$ cat src/rtl/dbg_halt_pkg.sv
package dbg_halt_pkg;
  typedef enum logic [1:0] {
    ST_NORMAL     = 2'd0,
    ST_HALTING    = 2'd1,
    ST_HALTED     = 2'd2,
    ST_RESTARTING = 2'd3
  } dbg_state_e;
endpackage

$ cat src/rtl/dbg_entry_timer.sv
module dbg_entry_timer #(
  parameter int unsigned CYCLES = 3
) (
  input  logic clk_i,
  input  logic rst_ni,
  input  logic run_i,
  output logic expired_o
);
  localparam int unsigned CW   = (CYCLES > 1) ? $clog2(CYCLES) : 1;
  localparam int unsigned LAST = (CYCLES > 0) ? CYCLES - 1 : 0;

  logic [CW-1:0] cnt_q;

  always_ff @(posedge clk_i or negedge rst_ni) begin
    if (!rst_ni)               cnt_q <= '0;
    else if (!run_i)           cnt_q <= '0;
    else if (cnt_q != CW'(LAST)) cnt_q <= cnt_q + 1'b1;
  end

  assign expired_o = run_i && (cnt_q == CW'(LAST));

  AST_CNT_BOUND: assert property (@(posedge clk_i) disable iff (!rst_ni)
    cnt_q <= CW'(LAST));
  AST_CNT_IDLE: assert property (@(posedge clk_i) disable iff (!rst_ni)
    !run_i |=> cnt_q == '0);
endmodule

$ cat src/rtl/dbg_halt_fsm.sv
module dbg_halt_fsm
  import dbg_halt_pkg::*;
#(
  parameter int unsigned ENTRY_CYCLES = 3
) (
  input  logic clk_i,
  input  logic rst_ni,
  input  logic dbg_en_i,
  input  logic halt_req_i,
  input  logic restart_req_i,
  input  logic mem_drained_i,
  output logic halt_ack_o,
  output logic halted_done_o,
  output logic restarted_o
);
  dbg_state_e st_q, st_d;
  logic       entry_done;
  logic       in_entry;

  assign in_entry = (st_q == ST_HALTING);

  dbg_entry_timer #(.CYCLES(ENTRY_CYCLES)) u_timer (
    .clk_i     (clk_i),
    .rst_ni    (rst_ni),
    .run_i     (in_entry),
    .expired_o (entry_done)
  );

  always_comb begin
    st_d = st_q;
    unique case (st_q)
      ST_NORMAL:     if (halt_req_i && dbg_en_i) st_d = ST_HALTING;
      ST_HALTING:    if (entry_done)             st_d = ST_HALTED;   // entry cannot be aborted
      ST_HALTED:     if (restart_req_i)          st_d = ST_RESTARTING;
      ST_RESTARTING: if (!restart_req_i)         st_d = ST_NORMAL;   // halt held off here
      default:                                   st_d = ST_NORMAL;
    endcase
  end

  always_ff @(posedge clk_i or negedge rst_ni) begin
    if (!rst_ni) st_q <= ST_NORMAL;
    else         st_q <= st_d;
  end

  assign halt_ack_o    = (st_q == ST_HALTED);
  assign halted_done_o = (st_q == ST_HALTED) && mem_drained_i;
  assign restarted_o   = (st_q != ST_RESTARTING);

  AST_ACK_AFTER_ENTRY: assert property (@(posedge clk_i) disable iff (!rst_ni)
    $rose(halt_ack_o) |-> $past(entry_done));
  AST_DISABLED_IGNORED: assert property (@(posedge clk_i) disable iff (!rst_ni)
    (st_q == ST_NORMAL && !dbg_en_i) |=> !halt_ack_o && restarted_o);
  AST_DONE_NEEDS_ACK: assert property (@(posedge clk_i) disable iff (!rst_ni)
    halted_done_o |-> halt_ack_o);
  AST_RESTART_FALL: assert property (@(posedge clk_i) disable iff (!rst_ni)
    $fell(restarted_o) |-> $past(restart_req_i) && $past(halt_ack_o) && !halt_ack_o);
  AST_RESTART_RISE: assert property (@(posedge clk_i) disable iff (!rst_ni)
    $rose(restarted_o) |-> !$past(restart_req_i));
  AST_HOLD_OFF: assert property (@(posedge clk_i) disable iff (!rst_ni)
    (st_q == ST_RESTARTING && restart_req_i) |=> !halt_ack_o && !restarted_o);
  AST_ENTRY_COMMITS: assert property (@(posedge clk_i) disable iff (!rst_ni)
    (st_q == ST_HALTING) |=> (st_q == ST_HALTING || st_q == ST_HALTED));
  AST_NORMAL_RESTART: assert property (@(posedge clk_i) disable iff (!rst_ni)
    (st_q == ST_NORMAL) |=> restarted_o);
endmodule

$ cat src/rtl/dbg_halt_ctrl.sv
module dbg_halt_ctrl #(
  parameter int unsigned N_CORES      = 2,
  parameter int unsigned ENTRY_CYCLES = 3,
  parameter int unsigned PWR_W        = 4
) (
  input  logic                       clk_i,
  input  logic                       rst_ni,
  input  logic [N_CORES-1:0]         dbg_en_i,
  input  logic [N_CORES-1:0]         halt_req_i,
  input  logic [N_CORES-1:0]         restart_req_i,
  input  logic [N_CORES-1:0]         mem_drained_i,
  input  logic [N_CORES*PWR_W-1:0]   pwr_ctl_i,
  output logic [N_CORES-1:0]         halt_ack_o,
  output logic [N_CORES-1:0]         halted_done_o,
  output logic [N_CORES-1:0]         restarted_o,
  output logic [N_CORES-1:0]         no_pwrdn_o
);
  for (genvar c = 0; c < N_CORES; c++) begin : g_core
    dbg_halt_fsm #(.ENTRY_CYCLES(ENTRY_CYCLES)) u_fsm (
      .clk_i         (clk_i),
      .rst_ni        (rst_ni),
      .dbg_en_i      (dbg_en_i[c]),
      .halt_req_i    (halt_req_i[c]),
      .restart_req_i (restart_req_i[c]),
      .mem_drained_i (mem_drained_i[c]),
      .halt_ack_o    (halt_ack_o[c]),
      .halted_done_o (halted_done_o[c]),
      .restarted_o   (restarted_o[c])
    );

    assign no_pwrdn_o[c] = pwr_ctl_i[c*PWR_W];

    AST_PWR_MIRROR: assert property (@(posedge clk_i) disable iff (!rst_ni)
      $stable(pwr_ctl_i[c*PWR_W]) |-> $stable(no_pwrdn_o[c]));
  end
endmodule

$ cat config.mk
export PLATFORM = sky130hd
export DESIGN_NAME = dbg_halt_ctrl
export DESIGN_NICKNAME = d
export VERILOG_FILES = /design/src/rtl/dbg_halt_pkg.sv /design/src/rtl/dbg_entry_timer.sv /design/src/rtl/dbg_halt_fsm.sv /design/src/rtl/dbg_halt_ctrl.sv
export SDC_FILE = /design/constraint.sdc
export NUM_CORES = 1
export LEC_CHECK = 0
export ABC_AREA = 1
export BUFFER_PORTS_ARGS = -buffer_cell sky130_fd_sc_hd__buf_2
export CAP_MARGIN = 10
export CORE_MARGIN = 5
export CORE_UTILIZATION = 40
export CTS_CLUSTER_DIAMETER = 80
export DETAILED_ROUTE_END_ITERATION = 10
export GPL_TIMING_DRIVEN = 0
export PLACE_DENSITY = 0.78
export SLEW_MARGIN = 10
export SYNTH_ARGS = -nofsm -noshare
export SYNTH_HDL_FRONTEND = slang
export SYNTH_SLANG_ARGS = --single-unit
$ cat constraint.sdc
create_clock -name clk_i -period 1.1 [get_ports clk_i]
set_input_delay 0.22 -clock clk_i [delete_from_list [all_inputs] [get_ports clk_i]]
set_output_delay 0.22 -clock clk_i [all_outputs]
set_load 0.05 [all_outputs]
Word-level counts from Yosys, hierarchy flattened
Index checks and enable logic that the tools add are counted.
{"block": "word_totals", "wordCells": 52, "regBits": 8}
{"block": "op_classes", "n_addsub": 2, "n_mux": 14, "n_eq_ne": 22, "reduce_logical": 10}
{"cell": "2-to-1 mux 2 bit", "count": 12}
{"cell": "!= test 2 bit (second input constant)", "count": 8}
{"cell": "case mux 2 bit (4 select lines)", "count": 2}
{"cell": "== test 2 bit (second input constant)", "count": 6}
{"cell": "!= test 2 x 1 -> 1 bit (second input constant)", "count": 6}
{"cell": "AND reduction 4 bit", "count": 2}
{"cell": "logical AND 1 bit", "count": 6}
{"cell": "adder 2 x 1 -> 2 bit (second input constant)", "count": 2}
{"cell": "== test 2 x 1 -> 1 bit (second input constant)", "count": 2}
{"cell": "logical NOT 2 bit", "count": 2}

Depth between registers and ports, before layout
Gate-level depths: netlist of run 1.
{"block": "depth", "depth_word": 4, "ltp_mapped": 8}

By module
Synthesis of run 1 repeated with hierarchy kept, for this count alone.
{"block": "unflattened", "cells_unflattened": 88, "hier_area_um2": 683.2}
{"mod": "dbg_halt_fsm", "n_inst": 2, "cells_per_inst": 29, "area_each_um2": 225.2}
{"mod": "dbg_entry_timer", "n_inst": 2, "cells_per_inst": 14, "area_each_um2": 108.9}
{"mod": "dbg_halt_ctrl", "n_inst": 1, "cells_per_inst": 2, "area_each_um2": 15.0}

Worst setup path after synthesis of run 1
OpenSTA, ideal clock, no wires.
{"block": "synth_path", "path_kind": "flip-flop to output port", "startpoint": "register g_core[0].u_fsm.st_q[0]", "endpoint": "output port halted_done_o[0]", "required_ns": 0.880, "n_path_buf": 1, "arrival_ns": 0.933, "stages_incl_launch_ff": 6, "slack_ns": -0.053, "cell_sequence": "dfrtp_1 > inv_1 > ha_1 > nand2_1 > inv_1 > buf_4"}
{"block": "synth_between", "elab_chain_cells": 2}
{"element": "start, declared", "line": "dbg_halt_fsm.sv:16", "text": "dbg_state_e st_q, st_d;"}
{"element": "start signal, assigned", "line": "dbg_halt_fsm.sv:42", "text": "else st_q <= st_d;"}
{"element": "== test 2 bit"}
{"element": "net g_core[0].u_fsm.halt_ack_o", "line": "dbg_halt_fsm.sv:12", "text": "output logic halt_ack_o,"}
{"element": "logical AND 1 bit", "line": "dbg_halt_fsm.sv:46", "text": "assign halted_done_o = (st_q == ST_HALTED) && mem_drained_i;"}
{"element": "end, declared", "line": "dbg_halt_ctrl.sv:14", "text": "output logic [N_CORES-1:0] halted_done_o,"}
The timed path passes the listed nets, and every way through them passes these cells.

Final worst setup path of run 1
{"block": "layout_path", "startpoint": "register g_core[1].u_fsm.st_q[0]", "endpoint": "output port halted_done_o[1]"}
{"block": "layout_between", "elab_chain_cells": 2}
{"element": "start, declared", "line": "dbg_halt_fsm.sv:16"}
{"element": "start signal, assigned", "line": "dbg_halt_fsm.sv:42"}
{"element": "== test 2 bit"}
{"element": "net g_core[1].u_fsm.halt_ack_o", "line": "dbg_halt_fsm.sv:12"}
{"element": "logical AND 1 bit", "line": "dbg_halt_fsm.sv:46"}
The timed path passes the listed nets, and every way through them passes these cells.

==> results.toml, run 1 <==
[run_status]
status = "complete, but fails checks"
violations = "negative setup slack"

[place]
io_buffers = 17
gp_congestion = 0.804
hpwl_um = 935

[timing]
min_period_ns = 1.39
finalCritPeriodShare = 1.26
maxSlewViolCount = 0
fin_ws_ns = -0.287
fin_setup_tns_ns = -2.16
fmax_ghz = 0.721
hold_slack_ns = 0.319
hold_viol_final = 0
worst_clock_skew_ns = 0.00665
maxSlewHeadroom = 0.836
setup_viol = 10
rsz0062_at_grt = "true"
tightest_slew_ns = 0.248

[route]
antenna_left = 0
vias = 612
drc_errors = 0
wire_per_inst_um = 12.2
wl_um = 1580
detailedRoute.firstIterationViolations = 6
firstDrtPassIters = 4
viasPerCell = 4.71

[cells_and_area]
drive_gt1_frac = 0.649
area_delta_synth_final_pct = 63.9
fillers = 100
diodes = 0
final_nets = 145
fin_util = 0.708
multi_input_area_um2 = 453
ff_latch_area_um2 = 205

[clock_network]
clk_latency_ns = 0.26
clk_path_buf_depth = 2
cts_made_buffers = 3
cts_root_buffer = "clkbuf_4"
cts_tree = "built"
clock-sinks = 8
clk_pin_slew_worst_paths_ns = 0.06
ctsHtreeMaxLevel = 1

[synthesis]
synth_top_cell_by_area = "dfrtp_1"
synth-main-ff-cell = "dfrtp_1"
synth_edf_count = 0
synthTopCellsByArea = "dfrtp_1 30%, ha_1 21%, nand2_1 13%, buf_4 9.0%, inv_1 9.0%"
synthMostInstantiatedCell = "nand2_1"
ys_async_sr_fraction = 1.00
synth_area_um2 = 666
netlist_instances = 85
synth_cell_types = 12
synth-seq-cells = 8
ys_warn_count = 0
synth_nets = 114
synth_top_area_share = 0.301
synthTopCellsByCount = "23 x nand2_1, 16 x inv_1, 11 x ha_1"
seq_area_frac_synth = 0.301
syn_avg_cell_area_um2 = 7.83

[floorplanning]
coreArea_um2 = 1540
io_pins = 26
die_h_um = 50.8
die_area_um2 = 2580
fp-row-count = 14
die_x_um = 50.8
initial_utilization = 0.432

[grt]
grt_max_degree = 9
grt_usage = 0.128
grt-ovfl-total = 0
antenna_found_initial = 0
grt_first_pass_wirelength_um = 2450
grt_pass1_vias = 547

[setup_path]
worstSetupStartpointType = "register"
cp.required_ns = 0.88
cp-end-kind = "output pin"
critPathArrivalTime_ns = 1.17
worstSetupPathType = "register to output pin"
crit_path_max_fanout = 4

[power_and_ir_drop]
p_total_mw = 3.12
pwr_density_cell_nw_per_um2 = 2860
peakVddDrop_uv = 1720
p_leak_nw = 0.551

[flow_run]
maxCapViolCount = 0

[hold_path]
hp-class = "primary input to asynchronous set/reset pin"
-- placed cells by master, fill, tap and decap left out --
cell and instances:
inv_6 1, nand3_4 1, inv_2 8, dlygate4sd3_1 1
nand4_1 4, clkbuf_4 3, ha_2 2, nand3_2 2
nand2_1 16, ha_4 6, nand2_4 3, nand3_1 1
buf_4 7, buf_2 11, o21ai_1 3, inv_4 2
buf_6 9, dfrtp_1 4, o21ai_2 1, inv_1 8
ha_1 3, nand2_2 8, dfrtp_2 4, buf_8 6
-- final cells by class --
| cell class | instances | share of cell area |
|---|---|---|
| clock buffers | 3 | 0.0206 |
| flip-flops and latches | 8 | 0.188 |
| repair buffers | 28 | 0.228 |
| well taps | 16 | 0.0183 |
| plain buffers | 6 | 0.0550 |
| inverters | 19 | 0.0745 |
| multi-input cells | 50 | 0.415 |
-- flip-flops by register name (all words and copies together), names as in the netlist --
register,count
g_core.u_fsm.u_timer.cnt_q,4
g_core.u_fsm.st_q,4
-- cell families after synthesis --
logic type               after synthesis  synth area share
adder cells (fa/ha/maj)               11             0.207
AO/OA/AOI/OAI                          4            0.0301
buffers and inverters                 27             0.197
AND/OR/NAND/NOR                       35             0.265
flip-flops                             8             0.301
-- where the power goes --
group	internal (mW)	switching, mW
clock network	0.125	0.104
logic	1.09	1.22
registers	0.434	0.151
-- path summary, 6_finish.rpt --
kind | start | to | slack, ns | cells past startpoint
worst max-delay path | g_core[1].u_fsm.st_q[0] | halted_done_o[1] | -0.29 | 5
min in group clk_i | restart_req_i[0] | g_core[0].u_fsm.st_q[1] | 0.35 | 5
max in group asynchronous | rst_ni | g_core[1].u_fsm.st_q[1] | 0.59 | 2
worst min-delay path | rst_ni | g_core[1].u_fsm.u_timer.cnt_q[0] | 0.32 | 2
worst min register to register | g_core[0].u_fsm.u_timer.cnt_q[0] | g_core[0].u_fsm.u_timer.cnt_q[0] | 0.49 | 1
worst max register to register | g_core[1].u_fsm.st_q[0] | g_core[1].u_fsm.st_q[1] | -0.15 | 9
-- repair_timing --
item | 4_1_cts | 5_1_grt
resized for setup | 44 | 26
endpoints found under the setup margin | 12 | 14
hold buffers | 1 | 0
pin swaps | 9 | 13
buffers inserted | 7 | 4
endpoints found under the hold margin | 8 | 0
-- metal layers --
| layer | up-vias | track usage | wire, um |
|---|---|---|---|
| met4 | 0 | 0.0511 | 17 |
| met2 | 14 | 0.205 | 783 |
| li1 | 310 | - | - |
| met1 | 285 | 0.150 | 693 |
| met5 | - | 0 | 0 |
| met3 | 3 | 0.0533 | 86 |
-- metrics by stage --
stage | cell area [um2] | worst slack [ns] | instances
floorplan | 686 | -0.00718 | 85
global placement | 791 | -0.231 | 118
detailed placement | 791 | -0.267 | 118
CTS | 991 | -0.299 | 127
global route | 1090 | -0.341 | 130
finish | 1090 | -0.287 | 130
-- worst max-delay path: stages (launching register included) --
cell and delay, ns:
dfrtp_2 0.43, inv_2 0.09, ha_4 0.15, nand2_2 0.05, inv_2 0.05, buf_8 0.14
No activity file was read; power rests on OpenSTA's default activity.
==> inputs of run 2 (changes only) <==
--- a/config.mk
+++ b/config.mk
@@ -10,11 +10,13 @@
 export CAP_MARGIN = 10
 export CORE_MARGIN = 5
 export CORE_UTILIZATION = 40
-export CTS_CLUSTER_DIAMETER = 80
+export CTS_CLUSTER_DIAMETER = 30
 export DETAILED_ROUTE_END_ITERATION = 10
 export GPL_TIMING_DRIVEN = 0
 export PLACE_DENSITY = 0.78
+export SETUP_SLACK_MARGIN = 0.4
 export SLEW_MARGIN = 10
 export SYNTH_ARGS = -nofsm -noshare
 export SYNTH_HDL_FRONTEND = slang
+export SYNTH_HIERARCHICAL = 1
 export SYNTH_SLANG_ARGS = --single-unit
==> results.toml, run 2 <==
[run_status]
status = "complete, but fails checks"
violations = "negative setup slack"

[timing]
min_period_ns = 1.42
tightest_slew_ns = 0.190
fmax_ghz = 0.703
maxSlewViolCount = 0
setup_viol = 10
finalCritPeriodShare = 1.29
maxSlewHeadroom = 0.873
hold_viol_final = 0
fin_ws_ns = -0.322
rsz0062_at_grt = "true"
worst_clock_skew_ns = 0.00198

[power_and_ir_drop]
peakVddDrop_uv = 1530
pwr-share-clk = 0.067
p_total_mw = 3.27
p_leak_nw = 0.593
swShare = 0.477
pwr_density_cell_nw_per_um2 = 2820
seq_power_share = 0.185
p_sw_mw = 1.56
combPwrFrac = 0.748
p_int_mw = 1.71

[synthesis]
synth_edf_count = 0
synthTopCellsByArea = "dfrtp_1 29%, ha_1 22%, nand2_1 13%, inv_1 9.9%, nand3_1 5.9%"
synth_top_cell_by_area = "dfrtp_1"
synth_nets = 118
ys_async_sr_fraction = 1.00
synth_cell_types = 12
seq_area_frac_synth = 0.293
netlist_instances = 88
synth-main-ff-cell = "dfrtp_1"
synth_top_area_share = 0.293
ys_warn_count = 6
synthTopCellsByCount = "24 x nand2_1, 18 x inv_1, 12 x ha_1"
syn_avg_cell_area_um2 = 7.76
synth-seq-cells = 8
synthMostInstantiatedCell = "nand2_1"
synth_area_um2 = 683

[flow_run]
maxCapViolCount = 0

[route]
wl_um = 1600
drc_errors = 0
firstDrtPassIters = 4
wire_per_inst_um = 11.5
antenna_left = 0
vias = 649
detailedRoute.firstIterationViolations = 7
viasPerCell = 4.67

[setup_path]
crit_path_max_fanout = 4
rr_endpoint = "g_core[1].u_fsm/st_q[1]"
worstSetupPathType = "register to output pin"
r2r_slack_ns = -0.29
critPathArrivalTime_ns = 1.20
worstSetupStartpointType = "register"
cp.required_ns = 0.88
cp-end-kind = "output pin"
r2r-start = "g_core[1].u_fsm/st_q[0]"
ff2ff_path_depth = 11

[clock_network]
cts_tree = "built"
cts_root_buffer = "clkbuf_4"
cts_made_buffers = 3
clk_path_buf_depth = 2
clk_latency_ns = 0.25
clock-sinks = 8
ctsHtreeMaxLevel = 1
clk_pin_slew_worst_paths_ns = 0.05

[grt]
grt_pass1_vias = 601
antenna_found_initial = 0
grt-ovfl-total = 0
grt_max_degree = 9
grt_usage = 0.120
grt_first_pass_wirelength_um = 2430

[floorplanning]
initial_utilization = 0.409
io_pins = 26
die_area_um2 = 2630
fp-row-count = 15
die_x_um = 51.3
die_h_um = 51.3
coreArea_um2 = 1670

[cells_and_area]
top_regs = "g_core.u_fsm/st_q: 4 flops, g_core.u_fsm/u_timer/cnt_q: 4 flops"
drive_gt1_frac = 0.631
final_cells = 139
fillers = 123
area_delta_synth_final_pct = 70.0
final_nets = 154
multi_input_area_um2 = 533
final_cell_mix = "18 x nand2_1, 13 x buf_4, 9 x buf_2"
layout_commonest_cell = "nand2_1"
diodes = 0
finalInstanceArea_um2 = 1160
ff_latch_area_um2 = 204
fin_util = 0.695

[place]
io_buffers = 17
place_inst = 122
gp_congestion = 0.826
hpwl_um = 977
placed_area_um2 = 860

[hold_path]
hp-class = "primary input to asynchronous set/reset pin"
-- run 2: cell types whose count changed after synthesis --
cell,delta
nand3_2,-2
buf_4,-6
inv_2,-1
o21bai_1,+4
ha_1,+1
inv_1,+2
nand4_1,-4
nand2_1,+1
or2_1,+2
nor2_4,+2
o21ai_0,-4
nand3_1,+6
nand2_2,+2
-- run 2: timing repair --
item,4_1_cts,5_1_grt
hold buffers,1,0
cloned,0,0
setup endpoints to repair,16,14
pin swaps,6,10
gates resized for setup,36,15
buffers inserted,8,5
endpoints found under the hold margin,8,0
-- run 2: layer usage --
layer,vias up,wire (um),global-route usage
met5,-,0,0
met4,0,0,0.0131
met3,0,71,0.0437
met2,14,888,0.225
met1,306,639,0.132
li1,329,-,-
-- run 2: worst max-delay path by stage --
stage	start	end	slack, ns
after detailed placement	g_core[0].u_fsm/st_q[1]	g_core[0].u_fsm/st_q[0]	-0.28
after floorplan	g_core[0].u_fsm/st_q[0]	halted_done_o[0]	-0.16
after global placement	g_core[0].u_fsm/st_q[1]	g_core[0].u_fsm/st_q[1]	-0.23
final	g_core[0].u_fsm/st_q[1]	halted_done_o[0]	-0.32
after CTS	g_core[0].u_fsm/st_q[0]	halted_done_o[0]	-0.32
after global routing	g_core[1].u_fsm/st_q[0]	halted_done_o[1]	-0.38
-- run 2: power by group through the flow --
stage	registers [mW]	logic, mW	clock network, mW
floorplan	0.535	1.40	0
global placement	0.554	1.59	0
detailed placement	0.562	1.63	0
CTS	0.574	2.15	0.230
global route	0.622	2.65	0.256
finish	0.603	2.45	0.219
-- run 2: worst max-delay path, stage by stage, from the launching register on --
cell	delay (ns)
dfrtp_2	0.46
ha_4	0.21
nand2_4	0.06
clkinvlp_4	0.07
buf_8	0.15
-- run 2: layout make-up --
| class | count | share of cell area |
|---|---|---|
| buffer | 2 | 0.0129 |
| clock buffer | 3 | 0.0194 |
| inverter | 20 | 0.0797 |
| multi-input combinational | 58 | 0.459 |
| sequential | 8 | 0.176 |
| tap | 17 | 0.0183 |
| timing repair buffer | 31 | 0.235 |
-- run 2: logic make-up after synthesis --
kind of cell	Yosys count	synth area share
DFF	8	0.293
buffers and inverters	22	0.132
and+or+nand+nor	42	0.311
AOI/OAI and AO/OA	4	0.0440
adders and majority gates	12	0.220
-- run 2: stage by stage --
step / hold WS (ns) / setup TNS (ns) / setup slack [ns]
after CTS: 0.341 / -2.51 / -0.324
after global routing: 0.345 / -3.27 / -0.380
after detailed placement: 0.0700 / -1.79 / -0.284
after global placement: 0.0695 / -1.61 / -0.232
final: 0.345 / -2.58 / -0.322
after floorplan: -0.0756 / -0.844 / -0.158
==> inputs of run 3 (changes only) <==
--- a/config.mk
+++ b/config.mk
@@ -18,5 +18,4 @@
 export SLEW_MARGIN = 10
 export SYNTH_ARGS = -nofsm -noshare
 export SYNTH_HDL_FRONTEND = slang
-export SYNTH_HIERARCHICAL = 1
 export SYNTH_SLANG_ARGS = --single-unit
==> results.toml, run 3 (synthesis results as in run 1) <==
[place]
placed_area_um2 = 818
place_ws_ns = -0.262
gp_congestion = 0.740
hpwl_um = 937
place_inst = 118
io_buffers = 17

[floorplanning]
coreArea_um2 = 1540
die_h_um = 50.8
die_x_um = 50.8
fp-row-count = 14
initial_utilization = 0.432
io_pins = 26
die_area_um2 = 2580

[setup_path]
worstSetupPathType = "register to output pin"
crit_path_max_fanout = 3
cp-end-kind = "output pin"
worstSetupStartpointType = "register"
r2r_slack_ns = -0.19
cp.required_ns = 0.88
critPathArrivalTime_ns = 1.25

[route]
firstDrtPassIters = 4
wire_per_inst_um = 10.8
antenna_left = 0
vias = 613
wl_um = 1450
viasPerCell = 4.57
drc_errors = 0
detailedRoute.firstIterationViolations = 5

[timing]
min_period_ns = 1.47
fin_ws_ns = -0.371
worst_clock_skew_ns = 0.000615
hold_viol_final = 0
fin_setup_tns_ns = -2.67
rsz0062_at_grt = "true"
maxSlewHeadroom = 0.881
fmax_ghz = 0.680
tightest_slew_ns = 0.178
setup_viol = 14
finalCritPeriodShare = 1.34
maxSlewViolCount = 0
hold_slack_ns = 0.362

[power_and_ir_drop]
p_int_mw = 1.74
pwr_density_cell_nw_per_um2 = 2780
p_total_mw = 3.18
p_sw_mw = 1.44
p_leak_nw = 0.586
pwr-share-clk = 0.066
seq_power_share = 0.180
swShare = 0.452
peakVddDrop_uv = 1780
combPwrFrac = 0.754

[clock_network]
cts_root_buffer = "clkbuf_4"
ctsHtreeMaxLevel = 1
cts_made_buffers = 3
cts_tree = "built"
clk_latency_ns = 0.24
clk_pin_slew_worst_paths_ns = 0.05
clock-sinks = 8
clk_path_buf_depth = 2

[grt]
grt_usage = 0.118
grt_pass1_vias = 613
grt-ovfl-total = 0
antenna_found_initial = 0
grt_max_degree = 9
grt_first_pass_wirelength_um = 2390

[cells_and_area]
top_regs = "g_core.u_fsm.st_q: 4 flops, g_core.u_fsm.u_timer.cnt_q: 4 flops"
diodes = 0
final_nets = 149
finalInstanceArea_um2 = 1140
drive_gt1_frac = 0.653
final_cells = 134
fin_util = 0.742
area_delta_synth_final_pct = 71.8
layout_commonest_cell = "nand2_1"
final_cell_mix = "16 x nand2_1, 10 x buf_6, 9 x buf_8, 9 x buf_4, 9 x buf_2"

[run_status]
status = "complete, but fails checks"
violations = "negative setup slack"

[flow_run]
maxCapViolCount = 0

[hold_path]
hp-class = "primary input to asynchronous set/reset pin"
-- run 3: final timing paths --
kind / startpoint / endpoint / cells after the start
worst min register to register: g_core[0].u_fsm.u_timer.cnt_q[0] / g_core[0].u_fsm.u_timer.cnt_q[0] / 1
min in group clk_i: restart_req_i[1] / g_core[1].u_fsm.st_q[1] / 5
worst max-delay path: g_core[0].u_fsm.st_q[0] / halted_done_o[0] / 6
max in group asynchronous: rst_ni / g_core[0].u_fsm.st_q[1] / 2
worst max register to register: g_core[0].u_fsm.st_q[1] / g_core[0].u_fsm.st_q[1] / 7
worst min-delay path: rst_ni / g_core[1].u_fsm.st_q[0] / 2
-- run 3: cell type report --
type                    instances  area (um2)
flip-flops and latches          8         203
fillers                       106         398
clock buffers                   3        22.5
repair buffers                 30         277
well taps                      16        20.0
inverters                      19        83.8
plain buffers                   8        93.8
multi-input cells              50         444
-- run 3: worst max-delay path, cell delays in order, from the launching register on --
cell     delay, ns
dfrtp_1       0.41
inv_2         0.07
ha_4          0.18
nand2_2       0.07
inv_2         0.03
buf_6         0.10
buf_8         0.14
-- run 3: power groups by stage --
stage               Clock (mW)  Sequential [mW]  Combinational [mW]
floorplan                    0            0.524                1.26
global route             0.248            0.588                2.62
CTS                      0.221            0.554                2.16
global placement             0            0.541                1.44
finish                   0.212            0.573                2.40
detailed placement           0            0.549                1.48
-- run 3: per-layer routing --
metal  share of wire  up-vias  global-route usage  wire, um
li1                -      320                   -         -
met1            0.40      278               0.123       587
met2            0.53       15               0.215       762
met3           0.069        0              0.0444       100
met4               0        0              0.0383         0
met5               0        -                   0         0
-- run 3: what timing repair did --
action | 4_1_cts | 5_1_grt
endpoints found under the hold margin | 8 | 0
pin swaps | 9 | 7
hold buffers | 1 | 0
gates resized for setup | 50 | 15
endpoints found under the setup margin | 16 | 15
buffers inserted | 8 | 4
cloned | 0 | 0
